<file path="config.mk">
export PLATFORM = sky130hd
export DESIGN_NAME = cfg_io_port
export DESIGN_NICKNAME = d
export VERILOG_FILES = /design/src/rtl/cfg_io_port_pkg.sv /design/src/rtl/io_out_mux.sv /design/src/rtl/io_capture_cell.sv /design/src/rtl/cfg_io_port.sv
export SDC_FILE = /design/constraint.sdc
export NUM_CORES = 1
export LEC_CHECK = 0
export BUFFER_PORTS_ARGS = -buffer_cell sky130_fd_sc_hd__buf_4
export CAP_MARGIN = 10
export CELL_PAD_IN_SITES_DETAIL_PLACEMENT = 1
export CELL_PAD_IN_SITES_GLOBAL_PLACEMENT = 1
export CORE_AREA = 2 2 102 104
export CTS_CLUSTER_DIAMETER = 30
export DETAILED_ROUTE_END_ITERATION = 8
export DIE_AREA = 0 0 104 106
export HOLD_SLACK_MARGIN = 0.1
export PLACE_DENSITY = 0.78
export SYNTH_ARGS = -nofsm -noshare
export SYNTH_HDL_FRONTEND = slang
export SYNTH_SLANG_ARGS = --single-unit
</file>
<file path="constraint.sdc">
create_clock -name clk -period 1 [get_ports clk]
set_input_delay 0.1 -clock clk [delete_from_list [all_inputs] [get_ports clk]]
set_output_delay 0.1 -clock clk [all_outputs]
set_load 0.005 [all_outputs]
</file>
<file path="src/rtl/cfg_io_port_pkg.sv">
package cfg_io_port_pkg;

    localparam int ADDR_W = 3;

    localparam logic [ADDR_W-1:0] OFF_PINS  = 3'd0;
    localparam logic [ADDR_W-1:0] OFF_DOUT  = 3'd1;
    localparam logic [ADDR_W-1:0] OFF_DIR   = 3'd2;
    localparam logic [ADDR_W-1:0] OFF_CTRL  = 3'd3;
    localparam logic [ADDR_W-1:0] OFF_CAP   = 3'd4;
    localparam logic [ADDR_W-1:0] OFF_MCELL = 3'd5;

    typedef enum logic [1:0] {
        SRC_DOUT  = 2'd0,
        SRC_ADDR  = 2'd1,
        SRC_MCELL = 2'd2,
        SRC_CSEL  = 2'd3
    } out_src_e;

    typedef enum logic [1:0] {
        CAP_DIRECT  = 2'd0,
        CAP_LATCH   = 2'd1,
        CAP_REG     = 2'd2,
        CAP_DIRECT2 = 2'd3
    } cap_mode_e;

    typedef struct packed {
        logic hold;
        logic prev;
    } cap_state_t;

endpackage

</file>
<file path="src/rtl/io_out_mux.sv">
module io_out_mux
    import cfg_io_port_pkg::*;
(
    input  logic       use_alt,
    input  logic [1:0] alt_sel,
    input  logic       dout,
    input  logic       addr,
    input  logic       mc,
    input  logic       cs,
    output logic       y
);
    always_comb begin
        y = dout;
        if (use_alt) begin
            unique case (out_src_e'(alt_sel))
                SRC_DOUT:  y = dout;
                SRC_ADDR:  y = addr;
                SRC_MCELL: y = mc;
                SRC_CSEL:  y = cs;
            endcase
        end
    end
endmodule

</file>
<file path="src/rtl/io_capture_cell.sv">
module io_capture_cell
    import cfg_io_port_pkg::*;
(
    input  logic       clk,
    input  logic       rst_n,
    input  logic [1:0] mode,
    input  logic       strobe,
    input  logic       pin,
    output logic       q
);
    cap_state_t st_d, st_q;

    always_comb begin
        st_d      = st_q;
        st_d.prev = strobe;
        unique case (cap_mode_e'(mode))
            CAP_LATCH:   if (strobe) st_d.hold = pin;
            CAP_REG:     if (strobe && !st_q.prev) st_d.hold = pin;
            CAP_DIRECT,
            CAP_DIRECT2: st_d.hold = st_q.hold;
        endcase
    end

    always_ff @(posedge clk) begin
        if (!rst_n) st_q <= '0;
        else        st_q <= st_d;
    end

    always_comb begin
        unique case (cap_mode_e'(mode))
            CAP_LATCH:   q = strobe ? pin : st_q.hold;
            CAP_REG:     q = st_q.hold;
            CAP_DIRECT,
            CAP_DIRECT2: q = pin;
        endcase
    end
endmodule

</file>
<file path="src/rtl/cfg_io_port.sv">
module cfg_io_port
    import cfg_io_port_pkg::*;
#(
    parameter int WIDTH = 8
) (
    input  logic                 clk,
    input  logic                 rst_n,
    input  logic [ADDR_W-1:0]    reg_addr,
    input  logic                 reg_wr,
    input  logic [WIDTH-1:0]     reg_wdata,
    output logic [WIDTH-1:0]     reg_rdata,
    input  logic [WIDTH-1:0]     pin_in,
    output logic [WIDTH-1:0]     pin_out,
    output logic [WIDTH-1:0]     pin_oe,
    input  logic [WIDTH-1:0]     oe_term,
    input  logic [WIDTH-1:0]     lat_addr,
    input  logic [WIDTH-1:0]     mcell,
    input  logic [WIDTH-1:0]     chip_sel,
    input  logic                 ale,
    input  logic [WIDTH-1:0]     cap_term,
    input  logic [2*WIDTH-1:0]   cfg_src,
    input  logic [2*WIDTH-1:0]   cfg_cap_mode,
    input  logic [WIDTH-1:0]     cfg_cap_clk,
    output logic [WIDTH-1:0]     cap_out
);
    typedef struct packed {
        logic [WIDTH-1:0] dout;
        logic [WIDTH-1:0] dir;
        logic [WIDTH-1:0] ctrl;
    } host_regs_t;

    host_regs_t r_d, r_q;
    logic [WIDTH-1:0] dout_q, dir_q, ctrl_q;
    logic [WIDTH-1:0] strobe;

    always_comb begin
        r_d = r_q;
        if (reg_wr) begin
            case (reg_addr)
                OFF_DOUT: r_d.dout = reg_wdata;
                OFF_DIR:  r_d.dir  = reg_wdata;
                OFF_CTRL: r_d.ctrl = reg_wdata;
                default:  r_d = r_q;
            endcase
        end
    end

    always_ff @(posedge clk) begin
        if (!rst_n) r_q <= '0;
        else        r_q <= r_d;
    end

    assign dout_q = r_q.dout;
    assign dir_q  = r_q.dir;
    assign ctrl_q = r_q.ctrl;
    assign pin_oe = dir_q | oe_term;

    for (genvar i = 0; i < WIDTH; i++) begin : g_pin
        assign strobe[i] = cfg_cap_clk[i] ? cap_term[i] : ale;

        io_out_mux u_mux (
            .use_alt (ctrl_q[i]),
            .alt_sel (cfg_src[2*i +: 2]),
            .dout    (dout_q[i]),
            .addr    (lat_addr[i]),
            .mc      (mcell[i]),
            .cs      (chip_sel[i]),
            .y       (pin_out[i])
        );

        io_capture_cell u_cap (
            .clk    (clk),
            .rst_n  (rst_n),
            .mode   (cfg_cap_mode[2*i +: 2]),
            .strobe (strobe[i]),
            .pin    (pin_in[i]),
            .q      (cap_out[i])
        );
    end

    always_comb begin
        case (reg_addr)
            OFF_PINS:  reg_rdata = pin_in;
            OFF_DOUT:  reg_rdata = dout_q;
            OFF_DIR:   reg_rdata = dir_q;
            OFF_CTRL:  reg_rdata = ctrl_q;
            OFF_CAP:   reg_rdata = cap_out;
            OFF_MCELL: reg_rdata = mcell;
            default:   reg_rdata = '0;
        endcase
    end
endmodule

</file>
==> metrics.md, run 1 <==
| Metric | Value |
|---|---|
| Status | `complete, but fails checks` |
| Failing checks | `setup timing` |
| FF+latch count, synth | `40` |
| Die Y | `approximately 110 µm` |
| P&R area growth vs syn | `63.7%` |
| Global-route usage over all layers | `about a fifth` |
| Final Skew | `0.000418 ns` |
| Routed len/inst | `roughly 16 µm` |
| Nature of the critical path endpoint | `primary output` |
| Clk Latency, worst-skew pair | `0.29 ns` |
| Worst slack at placement | `-0.298 ns` |
| WP data arrival | `1.41 ns` |
| CTS max path bufs | `2` |
| Clock Sinks | `40` |
| Unrepaired setup endpoints after global routing | `yes` |
| Pin count of the biggest net entering global routing | `41` |
| WHS | `approximately 0.12 ns` |
| Remaining Overflow, GRT | `0` |
| Share of cells above drive strength 1 | `a little under three fifths` |
| Antenna Violating Nets Remaining | `0` |
| Initial antenna violation count | `0` |
| Distinct cells, synth | `32` |
| Worst Path Required | `~0.9 ns` |
| Post-Syn Nets | `between 400 and 500` |
| Via density | `4.78` |
| Worst slew margin | `roughly 77%` |
| Initial Utilization | `31.2%` |
| Crit share post-route | `151%` |
| Post-route worst setup slack | `-0.508 ns` |
| Hold Path End | `g_pin[6].u_cap.st_q[0]$_SDFF_PN0_` |
| Final Wtd Congestion | `between 0.7 and 0.8` |
| Fill cells | `1167` |
| IO Count | `roughly 140` |
| CTS tree | `done` |
| Setup Crit Path Kind | `flop to primary output` |
| Hold wc startpoint | `cap_term[6]` |
| Worst hold stages | `3` |
| Clock transition at the registers of the reported paths | `0.08 ns` |
| I/O Buffers | `134` |
| Max cap viols | `0` |
| Routed Wire Length | `approximately 11 mm` |
| Crit-path max FO | `2` |
| DRC viols | `0` |
| Layout Cells excl Fill | `663` |
| FF-to-FF Start | `g_pin[4].u_cap.st_q[0]$_SDFF_PN0_` |
| Initial DRC Count | `76` |
| Number of placed cells counting well taps | `approximately 640` |
| Clk root buf | `clkbuf_8` |
| DRT Pass-1 Iters | `4` |
| Fin util | `approximately 51%` |
| Pwr/cell area | `863 nW/µm²` |
| Peak VDD IR | `0.562 mV` |
| Final Hold Fails | `0` |
| Synth Cell Area | `around 3100 µm²` |
| Post-Synthesis Cells | `340` |
| Num CTS Buffers | `5` |
| Sequential area share after synthesis | `between 20% and 30%` |
| Core area | `10000 µm²` |
| Min-Delay Path Class | `primary input to flop` |
| DP HPWL | `between 7 and 8 mm` |
| Worst Reg-to-Reg Cells | `3` |
| Fmax | `663 MHz` |
| R2r setup slk | `around 0.06 ns` |
| Vias in the first global route | `3478` |
| P_leak | `between 2 and 2.5 nW` |
| Row Count | `37` |
| Multi-input logic area | `around 2200 µm²` |
| CTS HTree Levels | `2` |
| Final setup violation count | `32` |
| Minimum clock period after layout | `between 1.5 and 2 ns` |
| Slew @ Worst Pin | `about 0.34 ns` |
| Vias | `about 3.2k` |
| Average cell area after synthesis | `9.17 µm²` |
| Final Max Tran Viols | `0` |
| First-pass GRT wire length | `around 17 mm` |
| Worst R2R End | `g_pin[4].u_cap.st_q[1]$_SDFFE_PN0P_` |
| Die area | `~11000 µm²` |
| Final std cell area, no fill | `roughly 5100 µm²` |
| Final net count | `645` |
| Synthesis warning total | `0` |
| Diodes inserted | `0` |
| Register Area | `approximately 830 µm²` |
| CP startpoint kind | `flop` |
| Area of placed instances | `~4600 µm²` |
| DIE WIDTH | `about 100 µm` |
[how the worst max path moves through the flow]
stage                           startpoint           end  slack [ns]  depth (start not counted)
floorplan           ctrl_q[0]$_SDFFE_PN0P_  reg_rdata[0]       -0.02                          3
global placement               reg_addr[0]  reg_rdata[6]       -0.28                          5
detailed placement             reg_addr[0]  reg_rdata[4]       -0.30                          5
CTS                 ctrl_q[3]$_SDFFE_PN0P_  reg_rdata[3]       -0.51                          4
global route        ctrl_q[1]$_SDFFE_PN0P_  reg_rdata[1]       -0.58                          4
finish               dir_q[1]$_SDFFE_PN0P_  reg_rdata[1]       -0.51                          4
[metal layers]
metal  up-vias  part of all wire, %  track usage (%)
met1      1538                   41             22.2
li1       1547                    -                -
met3         4                  4.0             3.37
met4         0                 0.67             2.99
met5         -                    0                0
met2        80                   54             35.8
[cells by family (layout without fill, tap and decap cells)]
| logic type | Yosys count | after routing | share of synthesized area, % |
|---|---|---|---|
| mux | 48 | 48 | 19.1 |
| compound gates | 64 | 64 | 16.9 |
| flops | 40 | 40 | 25.7 |
| simple gates | 110 | 110 | 21.5 |
| fa+ha+maj | 16 | 16 | 6.42 |
| buf+inv | 62 | 249 | 10.4 |
[critical path: stages (launching register included)]
cell and delay (ns):
dfxtp_2 0.33, mux4_2 0.45, nand2b_1 0.11, o211ai_2 0.09
buf_4 0.15
[synthesized netlist by cell type]
cell / number / area, µm²
mux4_1: 4 / 105
a211oi_2: 7 / 87.6
o21ai_1: 8 / 40.0
nand3b_1: 8 / 60.1
and2_1: 7 / 43.8
o21ai_0: 16 / 80.1
nand2b_1: 8 / 50.1
nand3_1: 16 / 80.1
o211ai_2: 8 / 100
and3b_1: 2 / 17.5
nor2b_2: 1 / 8.76
a21boi_1: 8 / 60.1
and2_0: 1 / 6.26
buf_6: 2 / 22.5
nand3_2: 1 / 10.0
nor2b_1: 32 / 200
buf_2: 4 / 20.0
buf_4: 19 / 143
nand2_1: 16 / 60.1
and3_1: 1 / 6.26
nand4b_1: 8 / 70.1
or3b_1: 1 / 8.76
a211oi_1: 1 / 7.51
inv_1: 32 / 120
mux4_2: 4 / 90.1
mux2i_1: 40 / 400
o211a_1: 8 / 80.1
a22o_1: 8 / 70.1
clkbuf_1: 5 / 18.8
dfxtp_1: 40 / 801
or2_1: 8 / 50.1
ha_1: 16 / 200
[state kept, by name, summed over array words and instances (netlist names)]
name              flops
dir_q                 8
g_pin.u_cap.st_q     16
ctrl_q                8
dout_q                8
[what timing repair did]
action,in CTS,in global routing
pin swaps,18,18
setup buffers,3,10
endpoints found under the setup margin,32,40
hold buffers,9,0
gates resized for setup,61,30
hold endpoints to repair,19,0
[layout by cell type (no fill, tap or decap), drive strengths merged]
| cell | netlist | final |
|---|---|---|
| a22o | 8 | 8 |
| and3b | 2 | 2 |
| nor2b | 33 | 33 |
| clkinv | 0 | 2 |
| mux2i | 40 | 40 |
| ha | 16 | 16 |
| inv | 32 | 32 |
| dlygate4sd3 | 0 | 9 |
| nand4b | 8 | 8 |
| o21ai | 24 | 24 |
| o211a | 8 | 8 |
| buf | 25 | 200 |
| a211oi | 8 | 8 |
| or3b | 1 | 1 |
| clkbuf | 5 | 6 |
| mux4 | 8 | 8 |
| nand3b | 8 | 8 |
| nand2 | 16 | 16 |
| and2 | 8 | 8 |
| and3 | 1 | 1 |
| nand3 | 17 | 17 |
| a21boi | 8 | 8 |
| dfxtp | 40 | 40 |
| o211ai | 8 | 8 |
| nand2b | 8 | 8 |
| or2 | 8 | 8 |
[power by group]
part | switching [mW] | total (mW) | internal [mW]
clock | 0.586 | 1.14 | 0.552
combinational | 0.632 | 1.56 | 0.931
sequential | 0.0410 | 1.70 | 1.66
total | 1.26 | 4.40 | 3.14
[stage by stage]
| stage | power [mW] | setup TNS (ns) |
|---|---|---|
| floorplan | 2.41 | -0.133 |
| detailed placement | 3.13 | -9.73 |
| global route | 4.63 | -9.84 |
| CTS | 4.36 | -8.46 |
| global placement | 3.08 | -8.64 |
| finish | 4.40 | -8.35 |
[area by class of cell]
class / count / share of cell area [%]
multi-input cells: 238 / 42.7
repair buffers: 209 / 33.5
flip-flops and latches: 40 / 16.3
well taps: 136 / 3.33
inverters: 32 / 2.35
clock buffers: 6 / 1.62
clock inverters: 2 / 0.196
No activity file was read; power rests on OpenSTA's default activity.
==> inputs of run 2 (changes only) <==
Settings changed: REMOVE_ABC_BUFFERS set to 1.
==> run 2 against run 1 <==
The run still ends with setup timing left; first-iteration DRC count decreased by 5.3%; sequential cell count did not move; via count is 0.32% higher; utilization fell by 1.3 points; combinational power decreased by 5%; largest power group unchanged; setup slack better by 0.0068 ns; worst hold slack got worse by 0.0046 ns; sequential power hardly changed; routed wire length fell by 0.96%.
==> metrics.md, run 2 (same netlist as run 1, synthesis figures left out) <==
| Metric | Value |
|---|---|
| Unrepaired setup endpoints after global routing | `yes` |
| Clk Latency, worst-skew pair | `0.28 ns (about the same)` |
| Clock Sinks | `40 (unchanged)` |
| Final Skew | `0.000424 ns (+0.00000677 ns)` |
| IO Count | `135 (unchanged)` |
| WHS | `0.110 ns (-0.00465 ns)` |
| DRT Pass-1 Iters | `4 (unchanged)` |
| DRC viols | `0 (unchanged)` |
| Min-Delay Path Class | `primary input to flop` |
| Pin count of the biggest net entering global routing | `41 (unchanged)` |
| CTS max path bufs | `2 (unchanged)` |
| Share of cells above drive strength 1 | `52.7% (-2.7 points)` |
| Die Y | `106 µm (unchanged)` |
| P_leak | `2.30 nW (-0.58%)` |
| Commonest cells after routing, fill and taps aside | `buf_4 (168), mux2i_1 (33), buf_6 (33)` |
| CTS tree | `done` |
| Global-route usage over all layers | `18.8% (+0.026 points)` |
| WP data arrival | `1.40 ns (about the same)` |
| Worst slack at placement | `-0.327 ns (-0.0286 ns)` |
| First-pass GRT wire length | `16.9 mm (-0.53%)` |
| Core area | `10000 µm² (unchanged)` |
| Worst slew margin | `77.1% (-0.12 points)` |
| Post-route worst setup slack | `-0.501 ns (+0.00682 ns)` |
| Die area | `11000 µm² (unchanged)` |
| Pwr/cell area | `844 nW/µm² (-2.1%)` |
| Crit-path max FO | `2 (unchanged)` |
| Setup Crit Path Kind | `flop to primary output` |
| CP startpoint kind | `flop` |
| Failing checks | `setup timing` |
| Diodes inserted | `0 (unchanged)` |
| Commonest non-fill, non-tap cell in the layout | `buf_4` |
| Final Hold Fails | `0 (unchanged)` |
| Vias | `3179 (+0.32%)` |
| Peak VDD IR | `0.417 mV (-26%)` |
| Initial antenna violation count | `0 (unchanged)` |
| Worst Reg-to-Reg Cells | `3 (unchanged)` |
| Initial Utilization | `31.2% (unchanged)` |
| R2r setup slk | `0.06 ns (about the same)` |
| I/O Buffers | `134 (unchanged)` |
| CTS HTree Levels | `2 (unchanged)` |
| Via density | `4.80 (+0.47%)` |
| Slew @ Worst Pin | `0.343 ns (+0.00184 ns)` |
| Routed len/inst | `15.7 µm (-0.81%)` |
| Initial DRC Count | `72 (-5.3%)` |
| Max reg flops | `16 (unchanged)` |
| Minimum clock period after layout | `1.50 ns (-0.00682 ns)` |
| Largest register by flop count | `g_pin.u_cap.st_q` |
| Final Max Tran Viols | `0 (unchanged)` |
| Nature of the critical path endpoint | `primary output` |
| Final net count | `645 (unchanged)` |
| Remaining Overflow, GRT | `0 (unchanged)` |
| P&R area growth vs syn | `59.5%` |
| Final Wtd Congestion | `0.791 (+0.18%)` |
| DIE WIDTH | `104 µm (unchanged)` |
| Fmax | `666 MHz (+0.45%)` |
| Final setup violation count | `32 (unchanged)` |
| Max cap viols | `0 (unchanged)` |
| Status | `complete, but fails checks` |
| Crit share post-route | `150% (-0.68 points)` |
| Design Power | `4.20 mW (-4.7%)` |
| Vias in the first global route | `3485 (+0.20%)` |
| Clk root buf | `clkbuf_8` |
| DP HPWL | `8.19 mm (+2.4%)` |
| Antenna Violating Nets Remaining | `0 (unchanged)` |
| Clock transition at the registers of the reported paths | `0.07 ns (about the same)` |
| Worst hold stages | `3 (unchanged)` |
| Worst Path Required | `0.90 ns (about the same)` |
| Row Count | `37 (unchanged)` |
| Num CTS Buffers | `5 (unchanged)` |
| Routed Wire Length | `10.4 mm (-0.96%)` |
| Fin util | `49.7% (-1.3 points)` |
[run 2: through the flow]
step / std cells / area, µm² / TNS (ns)
2_1_floorplan: 310 / 2910 / -1.16
3_3_place_gp: 640 / 4540 / -8.42
3_5_place_dp: 640 / 4540 / -9.88
4_1_cts: 657 / 4870 / -8.53
5_1_grt: 662 / 4970 / -9.70
6_report: 662 / 4970 / -8.01
[run 2: routing by layer]
| metal | wire, µm | up-vias | global-route usage, % |
|---|---|---|---|
| met2 | 5530 | 96 | 36.0 |
| met1 | 4220 | 1517 | 20.9 |
| met3 | 499 | 14 | 4.35 |
| met5 | 0 | - | 0 |
| met4 | 157 | 0 | 4.34 |
| li1 | - | 1552 | - |
[run 2: path summary, 6_finish.rpt]
check | end | start
max | reg_rdata[3] | ctrl_q[3]$_SDFFE_PN0P_
min | g_pin[4].u_cap.st_q[1]$_SDFFE_PN0P_ | pin_in[4]
max reg2reg | g_pin[6].u_cap.st_q[1]$_SDFFE_PN0P_ | g_pin[6].u_cap.st_q[0]$_SDFF_PN0_
min reg2reg | g_pin[3].u_cap.st_q[1]$_SDFFE_PN0P_ | g_pin[3].u_cap.st_q[1]$_SDFFE_PN0P_
[run 2: what timing repair did]
item	CTS	global route
endpoints found under the setup margin	32	40
pin swaps	23	9
buffers inserted	4	10
resized for setup	77	25
hold buffers	8	0
hold endpoints to repair	10	0
[run 2: power by group]
group | switching (mW) | total (mW) | leakage (nW) | internal [mW]
Sequential | 0.0388 | 1.70 | 0.339 | 1.66
Combinational | 0.589 | 1.48 | 1.92 | 0.887
Clock | 0.546 | 1.02 | 0.0410 | 0.475
[run 2: worst max-delay path, stage by stage (launching register included)]
cell and delay, ns:
dfxtp_2 0.32, mux4_2 0.46, nand2b_1 0.10, o211ai_2 0.08, buf_4 0.15
[run 2: area by class of cell]
class / count / area, µm²
clock inverters: 1 / 5.00
inverters: 32 / 120
clock buffers: 6 / 72.6
repair buffers: 209 / 1710
flip-flops and latches: 40 / 835
well taps: 136 / 170
fillers: 1203 / 5030
multi-input cells: 238 / 2060
